### src/rtl/tprop_pkg.sv
package tprop_pkg;

    localparam int NUM_FIELDS = 7;
    localparam int CFG_W      = 17;
    localparam int MODE_W     = 2;
    localparam int LS_EN_BIT  = 16;

    typedef enum logic [2:0] {
        CLS_ARITH  = 3'd0,
        CLS_BRANCH = 3'd1,
        CLS_JUMP   = 3'd2,
        CLS_SHIFT  = 3'd3,
        CLS_CMP    = 3'd4,
        CLS_LOGIC  = 3'd5,
        CLS_LDST   = 3'd6,
        CLS_NONE   = 3'd7
    } tp_class_e;

    typedef enum logic [1:0] {
        PM_KEEP   = 2'b00,
        PM_BOTH   = 2'b01,
        PM_EITHER = 2'b10,
        PM_CLEAR  = 2'b11
    } tp_mode_e;

    function automatic logic tp_apply(tp_mode_e m, logic a, logic b, logic old);
        logic r;
        unique case (m)
            PM_KEEP:   r = old;
            PM_BOTH:   r = a & b;
            PM_EITHER: r = a | b;
            PM_CLEAR:  r = 1'b0;
            default:   r = 1'b0;
        endcase
        return r;
    endfunction

endpackage

### src/rtl/tprop_cfg_reg.sv
module tprop_cfg_reg
    import tprop_pkg::*;
#(
    parameter int W = CFG_W
) (
    input  logic         clk_i,
    input  logic         rst_ni,
    input  logic         we_i,
    input  logic [W-1:0] wdata_i,
    output logic [W-1:0] cfg_q_o,
    output tp_mode_e     modes_o [NUM_FIELDS],
    output logic         ls_en_o
);

    logic [W-1:0] cfg_q;

    always_ff @(posedge clk_i or negedge rst_ni) begin
        if (!rst_ni) begin
            cfg_q <= '0;
        end else if (we_i) begin
            cfg_q <= wdata_i;
        end
    end

    for (genvar g = 0; g < NUM_FIELDS; g++) begin : g_field
        assign modes_o[g] = tp_mode_e'(cfg_q[MODE_W*g +: MODE_W]);
    end

    assign ls_en_o = cfg_q[LS_EN_BIT];
    assign cfg_q_o = cfg_q;

endmodule

### src/rtl/tprop_core.sv
module tprop_core
    import tprop_pkg::*;
(
    input  tp_class_e cls_i,
    input  tp_mode_e  modes_i [NUM_FIELDS],
    input  logic      rs1_tag_i,
    input  logic      rs2_tag_i,
    input  logic      has_rs2_i,
    input  logic      old_tag_i,
    output tp_mode_e  mode_sel_o,
    output logic      tag_o
);

    logic rs2_eff;

    always_comb begin
        rs2_eff    = has_rs2_i & rs2_tag_i;
        mode_sel_o = PM_CLEAR;
        if (cls_i != CLS_NONE) begin
            mode_sel_o = modes_i[int'(cls_i)];
        end
        tag_o = tp_apply(mode_sel_o, rs1_tag_i, rs2_eff, old_tag_i);
    end

endmodule

### src/rtl/tprop_ldst.sv
module tprop_ldst
    import tprop_pkg::*;
#(
    parameter int NBYTES = 4
) (
    input  tp_mode_e          mode_i,
    input  logic              ls_en_i,
    input  logic              addr_tag_i,
    input  logic              data_tag_i,
    input  logic              old_rd_tag_i,
    input  logic [NBYTES-1:0] mem_tag_i,
    output logic              ld_tag_o,
    output logic [NBYTES-1:0] st_tag_o
);

    logic mem_any;
    logic st_bit;

    always_comb begin
        mem_any  = |mem_tag_i;
        ld_tag_o = 1'b0;
        st_bit   = 1'b0;
        if (ls_en_i) begin
            ld_tag_o = tp_apply(mode_i, mem_any, addr_tag_i, old_rd_tag_i);
            st_bit   = tp_apply(mode_i, data_tag_i, addr_tag_i, mem_any);
        end
        st_tag_o = {NBYTES{st_bit}};
    end

endmodule

### src/rtl/tag_prop_unit.sv
module tag_prop_unit
    import tprop_pkg::*;
#(
    parameter int NBYTES = 4
) (
    input  logic              clk_i,
    input  logic              rst_ni,
    input  logic              cfg_we_i,
    input  logic [CFG_W-1:0]  cfg_wdata_i,
    input  logic [2:0]        cls_i,
    input  logic              is_store_i,
    input  logic              rs1_tag_i,
    input  logic              rs2_tag_i,
    input  logic              has_rs2_i,
    input  logic              old_rd_tag_i,
    input  logic              rd_is_x0_i,
    input  logic [NBYTES-1:0] mem_tag_i,
    output logic              rd_tag_o,
    output logic [NBYTES-1:0] mem_tag_o
);

    tp_class_e          cls;
    tp_mode_e           modes [NUM_FIELDS];
    tp_mode_e           mode_sel;
    logic [CFG_W-1:0]   cfg_q;
    logic               ls_en;
    logic               gen_tag;
    logic               ld_tag;
    logic [NBYTES-1:0]  st_tag;

    assign cls = tp_class_e'(cls_i);

    tprop_cfg_reg #(.W(CFG_W)) cfg_i (
        .clk_i   (clk_i),
        .rst_ni  (rst_ni),
        .we_i    (cfg_we_i),
        .wdata_i (cfg_wdata_i),
        .cfg_q_o (cfg_q),
        .modes_o (modes),
        .ls_en_o (ls_en)
    );

    tprop_core core_i (
        .cls_i      (cls),
        .modes_i    (modes),
        .rs1_tag_i  (rs1_tag_i),
        .rs2_tag_i  (rs2_tag_i),
        .has_rs2_i  (has_rs2_i),
        .old_tag_i  (old_rd_tag_i),
        .mode_sel_o (mode_sel),
        .tag_o      (gen_tag)
    );

    tprop_ldst #(.NBYTES(NBYTES)) ldst_i (
        .mode_i       (modes[int'(CLS_LDST)]),
        .ls_en_i      (ls_en),
        .addr_tag_i   (rs1_tag_i),
        .data_tag_i   (rs2_tag_i),
        .old_rd_tag_i (old_rd_tag_i),
        .mem_tag_i    (mem_tag_i),
        .ld_tag_o     (ld_tag),
        .st_tag_o     (st_tag)
    );

    always_comb begin
        rd_tag_o  = gen_tag;
        mem_tag_o = mem_tag_i;
        if (cls == CLS_LDST) begin
            if (is_store_i) begin
                rd_tag_o  = old_rd_tag_i;
                mem_tag_o = st_tag;
            end else begin
                rd_tag_o  = ld_tag;
            end
        end
        if (rd_is_x0_i) begin
            rd_tag_o = 1'b0;
        end
    end

    // x0 destination is always clean
    a_r9_x0_clean: assert property (@(posedge clk_i) disable iff (!rst_ni)
        rd_is_x0_i |-> !rd_tag_o);

    // disabled load/store tagging gives clean loads and stores
    a_r10_ls_off_load: assert property (@(posedge clk_i) disable iff (!rst_ni)
        (cls == CLS_LDST && !is_store_i && !cfg_q[LS_EN_BIT]) |-> !rd_tag_o);
    a_r10_ls_off_store: assert property (@(posedge clk_i) disable iff (!rst_ni)
        (cls == CLS_LDST && is_store_i && !cfg_q[LS_EN_BIT]) |-> (mem_tag_o == '0));

    // stored byte tags are uniform
    a_r12_store_uniform: assert property (@(posedge clk_i) disable iff (!rst_ni)
        (cls == CLS_LDST && is_store_i) |->
        ($countones(mem_tag_o) == 0 || $countones(mem_tag_o) == NBYTES));

    // configuration holds without a write
    a_r2_cfg_hold: assert property (@(posedge clk_i) disable iff (!rst_ni)
        !cfg_we_i |=> $stable(cfg_q));

    // clear policy on a non-memory class never tags rd
    a_r7_clear: assert property (@(posedge clk_i) disable iff (!rst_ni)
        (cls != CLS_LDST && mode_sel == PM_CLEAR) |-> !rd_tag_o);

endmodule

### config.mk
export PLATFORM = sky130hd
export DESIGN_NAME = tag_prop_unit
export DESIGN_NICKNAME = d
export VERILOG_FILES = /design/src/rtl/tprop_pkg.sv /design/src/rtl/tprop_cfg_reg.sv /design/src/rtl/tprop_core.sv /design/src/rtl/tprop_ldst.sv /design/src/rtl/tag_prop_unit.sv
export SDC_FILE = /design/constraint.sdc
export NUM_CORES = 1
export LEC_CHECK = 0
export BUFFER_PORTS_ARGS = -buffer_cell sky130_fd_sc_hd__clkbuf_2
export CORE_ASPECT_RATIO = 1.1
export CORE_MARGIN = 1
export CORE_UTILIZATION = 40
export DETAILED_ROUTE_END_ITERATION = 10
export PLACE_DENSITY_LB_ADDON = 0.12
export REMOVE_ABC_BUFFERS = 1
export SKIP_LAST_GASP = 1
export SLEW_MARGIN = 20
export SYNTH_ARGS = -nofsm -noshare
export SYNTH_HDL_FRONTEND = slang
export SYNTH_SLANG_ARGS = --single-unit
### constraint.sdc
create_clock -name clk_i -period 2.2 [get_ports clk_i]
set_clock_uncertainty 0.05 [all_clocks]
set_input_delay 0.44 -clock clk_i [delete_from_list [all_inputs] [get_ports clk_i]]
set_output_delay 0.44 -clock clk_i [all_outputs]
set_load 0.005 [all_outputs]
==> summary.txt, run 1 <==
Status
  – Failing checks: negative hold slack, negative setup slack
  – Status: complete, but fails checks

Clock tree
  – Clk slew on worst S/H paths: 0.09 ns
  – TritonCTS Sinks: 15
  – CTS tree: yes
  – Post-CTS Hold Buffers: 0
  – Total CTS buffers: 3
  – Clock buffer depth: 2
  – CTS H-tree lvls: 1
  – Clock Tree Root: clkbuf_4
  – Worst skew pair latency: 0.28 ns

Route
  – DRT iter0 DRCs: 7
  – DR vias: 830
  – Residual DRC: 0
  – TritonRoute pass-1 iters: 4
  – Via density per instance: 5.155
  – Post-Route WL: 1876 um
  – WL/cell: 11.65 um
  – DRT antenna net count: 0

Run
  – Maxcap violations: 0

Global route
  – Vias in the first global route: 787
  – Gr ovfl total: 0
  – Total track usage: 0.1846
  – Largest net degree at the start of global routing: 18
  – First-pass GRT wire length: 3194 um
  – Initial antenna violation count: 0

Timing
  – Tmin final: 2.271 ns
  – WHS: -0.001928 ns
  – Rel. slew slack: 0.7481
  – Final hold violations: 9
  – Max Slew Vio Count: 0
  – Fin worst setup slack: -0.07142 ns
  – Period utilisation layout: 1.032
  – RSZ-0062 raised after global routing: true
  – Final setup viols: 1
  – Worst Tran Pin Value: 0.3779 ns
  – TNS Setup: -0.07142 ns
  – Achievable clock frequency: 0.4403 GHz

Hold path
  – Worst Hold Class: input port to async pin

Setup path
  – Crit Path Max Fanout: 2
  – Worst path arrival time: 1.78 ns
  – Setup crit start kind: flip-flop
  – Data required, critical path: 1.71 ns
  – CP Capture Type: output port
  – Worst Setup Path Type: flip-flop to output port

Floorplan
  – I/O pins: 38
  – Die Area: 0.002489 sq mm
  – Core box area: 0.002085 sq mm
  – Starting Density: 0.4400
  – FP Rows: 17
  – Die Wd: 47.66 um
  – Die extent in y: 52.22 um

Finish
  – Antenna diode count: 0
  – Final net count: 167
  – Filler cell count: 204
  – Final cell utilization of the core: 0.5756
  – Share of layout cells above drive strength 1: 0.4962
  – Final Instance Area: 0.001200 sq mm
  – Area delta synth->final: 30.83%
  – Largest register FFs: 15

Yosys
  – Synth Instances: 90
  – Mapped cell area: 917.1 sq um
  – Post-synth EDFFs: 0
  – Register area share after synthesis: 0.4093
  – Synth warnings: 0
  – Synth Register Bits: 15
  – Synth Flop Type: dfrtp_1
  – Synthesized area per cell: 10.19 sq um
  – Asr flop ratio synth: 1.000
  – Count of distinct cell types in the synthesized netlist: 32

Pwr
  – Max IR drop VDD: 0.5264 mV
  – Overall Power: 636.8 uW
  – Cell Pwr Density: 530.7 mW/mm^2
  – P_leak: 0.0005836 uW

Placement
  – RePlAce Congestion: 0.8474
  – IO Port Bufs: 35
  – Area after DPL: 0.001139 sq mm
  – Dpl hpwl: 1539 um
## power breakdown
group          leakage [uW]  switching (uW)  internal [uW]
logic              0.000390            66.6           93.3
clock network     0.0000177            86.3           67.5
registers          0.000176            20.3            303
## path summary, 6_finish.rpt
check                                          endpoint  slack (ns)  cells after the start                          from
max reg2reg                cfg_i.cfg_q_o[2]$_DFFE_PN0P_        1.27                      2  cfg_i.cfg_q_o[2]$_DFFE_PN0P_
min in group clk_i         cfg_i.cfg_q_o[6]$_DFFE_PN0P_        0.32                      3                cfg_wdata_i[6]
min                        cfg_i.cfg_q_o[0]$_DFFE_PN0P_      -0.002                      1                        rst_ni
max in group asynchronous  cfg_i.cfg_q_o[9]$_DFFE_PN0P_        1.84                      1                        rst_ni
max                                            rd_tag_o       -0.07                      6  cfg_i.cfg_q_o[6]$_DFFE_PN0P_
min reg2reg                cfg_i.cfg_q_o[9]$_DFFE_PN0P_        0.46                      1  cfg_i.cfg_q_o[9]$_DFFE_PN0P_
## per-stage QoR
stage | setup WS, ns | cells
final | -0.07142 | 161
after global routing | -0.1748 | 161
after CTS | -0.07310 | 161
after detailed placement | -0.07342 | 154
after global placement | -0.07319 | 154
after floorplan | 0.2191 | 86
## layout make-up
type	instances	area (sq um)	share of cell area
multi-input cells	68	515.5	0.4296
flip-flops and latches	15	375.4	0.3128
repair buffers	43	235.2	0.1960
well taps	28	35.03	0.02920
clock buffers	3	22.52	0.01877
inverters	3	11.26	0.009385
clock inverters	1	5.005	0.004171
## logic make-up (layout without fill, tap and decap cells)
kind of cell,Yosys count,after routing,share of synthesized area
AND/OR/NAND/NOR,32,32,0.1760
multiplexers,19,19,0.2578
AO/OA/AOI/OAI,17,17,0.1160
flip-flops,15,15,0.4093
buffers and inverters,7,50,0.04092
## cells in the mapped netlist (3+ instances only)
cell,count,area [sq um]
a21oi_1,3,15.01
dfrtp_1,15,375.4
inv_1,3,11.26
mux2_2,14,157.7
mux2i_1,3,30.03
nand2_1,11,41.29
nor2_1,6,22.52
o21ai_0,5,25.02
## cells in the final DEF (no fill, tap or decap)
cell type  instances
clkbuf_4           3
clkinv_2           1
o211ai_1           2
and2_1             1
clkbuf_2          35
or4_4              1
nor2b_1            1
nor3b_1            2
nor2_1             5
a211oi_1           1
mux2i_1            3
a31oi_1            2
nor4_1             1
buf_4              8
a221oi_1           1
and3_1             1
nand2b_1           2
o22ai_1            1
or3_2              1
mux4_2             1
a21oi_1            3
mux2_2            14
nand3_2            1
o21ai_0            4
a32oi_1            1
nor3_1             2
nand2_1           11
mux4_1             1
nand3b_1           2
nor2_2             1
o21a_1             1
o21ai_1            1
inv_1              3
dfrtp_1           15
## repair_timing
item                       4_1_cts  5_1_grt
hold endpoints to repair         0        0
buffers inserted                 3        0
pin swaps                        1        0
resized for setup                1        3
setup endpoints to repair        1        5
## layer usage
metal  vias to the layer above  track usage  part of all wire
met4                         0      0.06944             0.012
met3                         3      0.03103             0.051
met2                        28       0.3105              0.48
met5                         -            0                 0
li1                        423            -                 -
met1                       376       0.2318              0.46
## critical path: stages, from the launching register on
cell and delay [ns]:
dfrtp_1 0.39, mux4_2 0.48, mux2i_1 0.13, nor3_1 0.14
a31oi_1 0.07, o211ai_1 0.16, clkbuf_2 0.14
(Power assumes the default switching activity.)
==> run 2, diff against run 1 <==
--- a/config.mk
+++ b/config.mk
@@ -5,11 +5,11 @@
 export SDC_FILE = /design/constraint.sdc
 export NUM_CORES = 1
 export LEC_CHECK = 0
-export BUFFER_PORTS_ARGS = -buffer_cell sky130_fd_sc_hd__clkbuf_2
+export BUFFER_PORTS_ARGS = -buffer_cell sky130_fd_sc_hd__buf_4
 export CORE_ASPECT_RATIO = 1.1
-export CORE_MARGIN = 1
 export CORE_UTILIZATION = 40
 export DETAILED_ROUTE_END_ITERATION = 10
+export GPL_TIMING_DRIVEN = 1
 export PLACE_DENSITY_LB_ADDON = 0.12
 export REMOVE_ABC_BUFFERS = 1
 export SKIP_LAST_GASP = 1
==> summary.txt, run 2 (synthesis results as in run 1) <==
Pwr
  – Max IR drop VDD: 0.3885 mV (-26%)
  – P_leak: 0.0006101 uW (+4.5%)
  – Cell Pwr Density: 510.8 mW/mm^2 (-3.8%)

Run
  – Maxcap violations: 0 (unchanged)

Timing
  – Final hold violations: 0 (-9)
  – Tmin final: 2.322 ns (+0.05035 ns)
  – TNS Setup: -0.1218 ns (-0.05035 ns)
  – Worst Tran Pin Value: 0.2231 ns (-0.1547 ns)
  – Achievable clock frequency: 0.4307 GHz (-2.2%)
  – WHS: 0.3098 ns (+0.3117 ns)
  – Fin worst setup slack: -0.1218 ns (-0.05035 ns)
  – Period utilisation layout: 1.055 (+0.02289)
  – Max Slew Vio Count: 0 (unchanged)
  – Rel. slew slack: 0.8499 (+0.1018)
  – RSZ-0062 raised after global routing: true
  – Final setup viols: 1 (unchanged)

Placement
  – Placed insts: 154 (unchanged)
  – Area after DPL: 0.001226 sq mm (+7.7%)
  – RePlAce Congestion: 0.8025 (-5.3%)
  – Pre-CTS WS: -0.1056 ns (-0.03214 ns)
  – Dpl hpwl: 1624 um (+5.5%)
  – IO Port Bufs: 35 (unchanged)

Clock tree
  – Clk slew on worst S/H paths: 0.08 ns (about the same)
  – Clock Tree Root: clkbuf_4
  – CTS tree: yes
  – CTS H-tree lvls: 1 (unchanged)
  – TritonCTS Sinks: 15 (unchanged)
  – Total CTS buffers: 3 (unchanged)
  – Worst skew pair latency: 0.28 ns (about the same)
  – Clock buffer depth: 2 (unchanged)

Status
  – Status: complete, but fails checks
  – Failing checks: negative setup slack

Route
  – WL/cell: 13.25 um (+14%)
  – TritonRoute pass-1 iters: 4 (unchanged)
  – Post-Route WL: 2146 um (+14%)
  – DRT iter0 DRCs: 9 (+2)
  – DR vias: 867 (+4.5%)
  – Residual DRC: 0 (unchanged)
  – DRT antenna net count: 0 (unchanged)
  – Via density per instance: 5.352 (+3.8%)

Finish
  – Final net count: 168 (+0.60%)
  – Most frequent cells in the layout: buf_4, dfrtp_1, mux2_2
  – Largest register FFs: 15 (unchanged)
  – Commonest non-fill, non-tap cell in the layout: buf_4
  – Final Instance Area: 0.001301 sq mm (+8.4%)
  – Area delta synth->final: 41.88%
  – Antenna diode count: 0 (unchanged)
  – Post-route insts no fill: 162 (+0.62%)
  – Sequential Area: 375.4 sq um (unchanged)
  – Filler cell count: 183 (-10%)
  – Multi-input gate area: 520.5 sq um (+0.97%)
  – Share of layout cells above drive strength 1: 0.4925 (-0.003703)

Global route
  – Largest net degree at the start of global routing: 18 (unchanged)
  – First-pass GRT wire length: 3450 um (+8.0%)
  – Gr ovfl total: 0 (unchanged)
  – Total track usage: 0.2004 (+0.01578)
  – Initial antenna violation count: 0 (unchanged)
  – Vias in the first global route: 829 (+5.3%)

Floorplan
  – FP Rows: 17 (unchanged)
  – Die Area: 0.002489 sq mm (unchanged)
  – Die extent in y: 52.22 um (unchanged)
  – Core box area: 0.002085 sq mm (unchanged)
  – Die Wd: 47.66 um (unchanged)
  – I/O pins: 38 (unchanged)
  – Starting Density: 0.4400 (unchanged)

Hold path
  – Worst Hold Class: input port to flip-flop
  – HP Start: cfg_wdata_i[6]
  – Hold Path Depth: 3

Setup path
  – Data required, critical path: 1.71 ns (about the same)
  – Worst Setup Path Type: flip-flop to output port
  – Worst setup path start: cfg_i.cfg_q_o[6]$_DFFE_PN0P_
  – Setup crit start kind: flip-flop
  – CP Capture Type: output port
  – Worst path arrival time: 1.83 ns (+0.05 ns)
  – Worst r2r src: cfg_i.cfg_q_o[2]$_DFFE_PN0P_
  – R2R depth: 2 (unchanged)
  – Crit Path Max Fanout: 2 (unchanged)
## run 2: timing repair
action                                 4_1_cts  5_1_grt
resized for setup                            2        3
pin swaps                                    2        0
setup endpoints to repair                    4        5
setup buffers                                3        0
endpoints found under the hold margin       15        0
hold buffers                                 1        0
cloned                                       0        0
## run 2: final cells by class
cell class,count,area share
clock buffer,4,0.02019
sequential,15,0.2885
tap,28,0.02692
timing repair buffer,44,0.2558
inverter,3,0.008654
multi-input combinational,68,0.4000
## run 2: power breakdown
| group | internal [uW] | switching [uW] |
|---|---|---|
| Sequential | 303 | 20.7 |
| Combinational | 114 | 70.9 |
| Clock | 70.5 | 85.7 |
## run 2: critical path, cell delays in order (launching register included)
cell and delay (ns):
dfrtp_1 0.40, mux4_2 0.49, mux2i_1 0.13, nor3_1 0.13
a31oi_1 0.06, o211ai_1 0.20, buf_4 0.14
## run 2: metrics by stage
step | utilization | power (uW)
3_3_place_gp | 0.5882 | 494.4
4_1_cts | 0.6182 | 667.3
6_report | 0.6243 | 664.7
2_1_floorplan | - | 403.9
3_5_place_dp | 0.5882 | 501.5
5_1_grt | 0.6243 | 708.8
## run 2: path summary, 6_finish.rpt
check / endpoint / slack (ns)
setup / recovery: rd_tag_o / -0.12
hold / removal: cfg_i.cfg_q_o[6]$_DFFE_PN0P_ / 0.31
setup reg to reg: cfg_i.cfg_q_o[2]$_DFFE_PN0P_ / 1.25
max in group asynchronous: cfg_i.cfg_q_o[11]$_DFFE_PN0P_ / 1.44
hold reg to reg: cfg_i.cfg_q_o[11]$_DFFE_PN0P_ / 0.46
min in group asynchronous: cfg_i.cfg_q_o[4]$_DFFE_PN0P_ / 0.49
## run 2: routing by layer
metal,track usage,vias up,share of wire
li1,-,421,-
met1,0.2455,404,0.42
met2,0.3265,35,0.49
met3,0.03448,7,0.066
met4,0.1065,0,0.030
met5,0,-,0
==> run 3, diff against run 2 <==
==> constraint.sdc (replaced) <==
create_clock -name clk_i -period 1.9 [get_ports clk_i]
set_clock_uncertainty 0.05 [all_clocks]
set_input_delay 0.38 -clock clk_i [delete_from_list [all_inputs] [get_ports clk_i]]
set_output_delay 0.38 -clock clk_i [all_outputs]
set_load 0.005 [all_outputs]
==> summary.txt, run 3 (synthesis results as in run 1) <==
Status
  – Status: complete, but fails checks
  – Failing checks: negative setup slack

Timing
  – Achievable clock frequency: 0.4510 GHz
  – RSZ-0062 raised after global routing: true
  – Final setup viols: 5 (+4)
  – Tmin final: 2.217 ns
  – Max Slew Vio Count: 0 (unchanged)
  – Period utilisation layout: 1.167
  – Rel. slew slack: 0.8040 (-0.04582)
  – Worst Tran Pin Value: 0.2909 ns (+0.06772 ns)
  – TNS Setup: -0.4797 ns (-0.3579 ns)
  – Final hold violations: 0 (unchanged)
  – Fin worst setup slack: -0.3172 ns (-0.1954 ns)

Floorplan
  – Starting Density: 0.4400 (unchanged)
  – Core box area: 0.002085 sq mm (unchanged)
  – Die Area: 0.002489 sq mm (unchanged)
  – I/O pins: 38 (unchanged)
  – Die Wd: 47.66 um (unchanged)
  – FP Rows: 17 (unchanged)
  – Die extent in y: 52.22 um (unchanged)

Placement
  – Area after DPL: 0.001264 sq mm (+3.1%)
  – RePlAce Congestion: 0.7784 (-3.0%)
  – IO Port Bufs: 35 (unchanged)
  – Dpl hpwl: 1622 um (-0.12%)
  – Pre-CTS WS: -0.2772 ns (-0.1717 ns)

Global route
  – Met1 Use GR: 0.2270 (-0.01857)
  – Total track usage: 0.1826 (-0.01784)
  – GR Util met2: 0.3288 (+0.002283)
  – Largest net degree at the start of global routing: 18 (unchanged)
  – First-pass GRT wire length: 3208 um (-7.0%)
  – Gr ovfl total: 0 (unchanged)
  – Vias in the first global route: 824 (-0.60%)
  – GR peak layer: met2
  – Initial antenna violation count: 0 (unchanged)
  – Grt met3 use: 0.01034 (-0.02414)

Clock tree
  – CTS H-tree lvls: 1 (unchanged)
  – Total CTS buffers: 3 (unchanged)
  – CTS tree: yes
  – Clk slew on worst S/H paths: 0.08 ns (about the same)
  – Clock Tree Root: clkbuf_4
  – TritonCTS Sinks: 15 (unchanged)
  – Clock buffer depth: 2 (unchanged)
  – Worst skew pair latency: 0.27 ns (about the same)
  – Setup repair bufs after CTS: 0 (-3)

Route
  – Residual DRC: 0 (unchanged)
  – Post-Route WL: 2079 um (-3.1%)
  – TritonRoute pass-1 iters: 4 (unchanged)
  – WL/cell: 12.68 um (-4.3%)
  – Via density per instance: 5.152 (-3.7%)
  – DR vias: 845 (-2.5%)
  – DRT antenna net count: 0 (unchanged)
  – DRT iter0 DRCs: 10 (+1)

Setup path
  – Setup crit start kind: flip-flop
  – Data required, critical path: 1.47 ns (-0.24 ns)
  – Crit Path Max Fanout: 2 (unchanged)
  – CP Capture Type: output port
  – Worst Setup Path Type: flip-flop to output port
  – Worst path arrival time: 1.79 ns (-0.04 ns)

Finish
  – Most frequent cells in the layout: buf_4, dfrtp_1, mux2_2
  – Largest register FFs: 15 (unchanged)
  – Sequential Area: 375.4 sq um (unchanged)
  – Multi-input gate area: 521.8 sq um (+0.24%)
  – Antenna diode count: 0 (unchanged)
  – Final cell utilization of the core: 0.6375 (+0.01321)
  – Share of layout cells above drive strength 1: 0.4926 (about the same)
  – Final Instance Area: 0.001329 sq mm (+2.1%)
  – Commonest non-fill, non-tap cell in the layout: buf_4
  – Area delta synth->final: 44.88%
  – Final net count: 170 (+1.2%)
  – Filler cell count: 182 (-0.55%)

Hold path
  – Worst Hold Class: input port to flip-flop

Run
  – Maxcap violations: 0 (unchanged)

Pwr
  – Overall Power: 765.1 uW (+15%)
  – Max IR drop VDD: 0.4027 mV (+3.7%)
  – P_leak: 0.0006246 uW (+2.4%)
  – Cell Pwr Density: 575.8 mW/mm^2 (+13%)
-- run 3: changes by cell type in the layout (fill, tap and decap cells not counted), sizes merged --
| cell | before | now |
|---|---|---|
| buf | 43 | 45 |
-- run 3: layout make-up --
| type | instances | share of cell area |
|---|---|---|
| clock buffer | 4 | 0.01977 |
| inverter | 3 | 0.008475 |
| multi-input combinational | 68 | 0.3927 |
| sequential | 15 | 0.2825 |
| tap | 28 | 0.02637 |
| timing repair buffer | 46 | 0.2702 |
-- run 3: worst max-delay path, cell delays in order, from the launching register on --
cell and delay (ns):
dfrtp_1 0.39, mux4_2 0.47, mux2i_1 0.13, nor3_1 0.16, a31oi_1 0.06, o211ai_1 0.16, buf_4 0.14
-- run 3: layer usage --
metal | up-vias | routed length (um)
li1 | 428 | -
met1 | 386 | 882
met2 | 29 | 1073
met3 | 2 | 104
met4 | 0 | 19
met5 | - | 0
-- run 3: worst paths after layout --
| kind | depth (start not counted) | slack, ns | start | to |
|---|---|---|---|---|
| setup / recovery | 6 | -0.32 | cfg_i.cfg_q_o[0]$_DFFE_PN0P_ | rd_tag_o |
| setup reg to reg | 2 | 0.96 | cfg_i.cfg_q_o[0]$_DFFE_PN0P_ | cfg_i.cfg_q_o[0]$_DFFE_PN0P_ |
| min in group asynchronous | 2 | 0.44 | rst_ni | cfg_i.cfg_q_o[10]$_DFFE_PN0P_ |
| max in group asynchronous | 2 | 1.19 | rst_ni | cfg_i.cfg_q_o[11]$_DFFE_PN0P_ |
| hold / removal | 3 | 0.26 | cfg_wdata_i[6] | cfg_i.cfg_q_o[6]$_DFFE_PN0P_ |
| hold reg to reg | 1 | 0.46 | cfg_i.cfg_q_o[9]$_DFFE_PN0P_ | cfg_i.cfg_q_o[9]$_DFFE_PN0P_ |
-- run 3: where the power goes --
group | switching, uW | total, uW | internal, uW
combinational | 82.8 | 220 | 137
clock | 91.2 | 173 | 81.3
sequential | 22.3 | 373 | 351
total | 196 | 765 | 569
-- run 3: what timing repair did --
| action | CTS | global route |
|---|---|---|
| hold buffers | 1 | 0 |
| pin swaps | 5 | 1 |
| hold endpoints to repair | 15 | 0 |
| resized for setup | 7 | 0 |
| endpoints found under the setup margin | 5 | 5 |
-- run 3: through the flow --
stage	hold slack, ns	std cells
CTS	0.2576	164
global placement	0.1897	159
global route	0.2674	164
finish	0.2638	164
detailed placement	0.1930	159
floorplan	0.03441	86
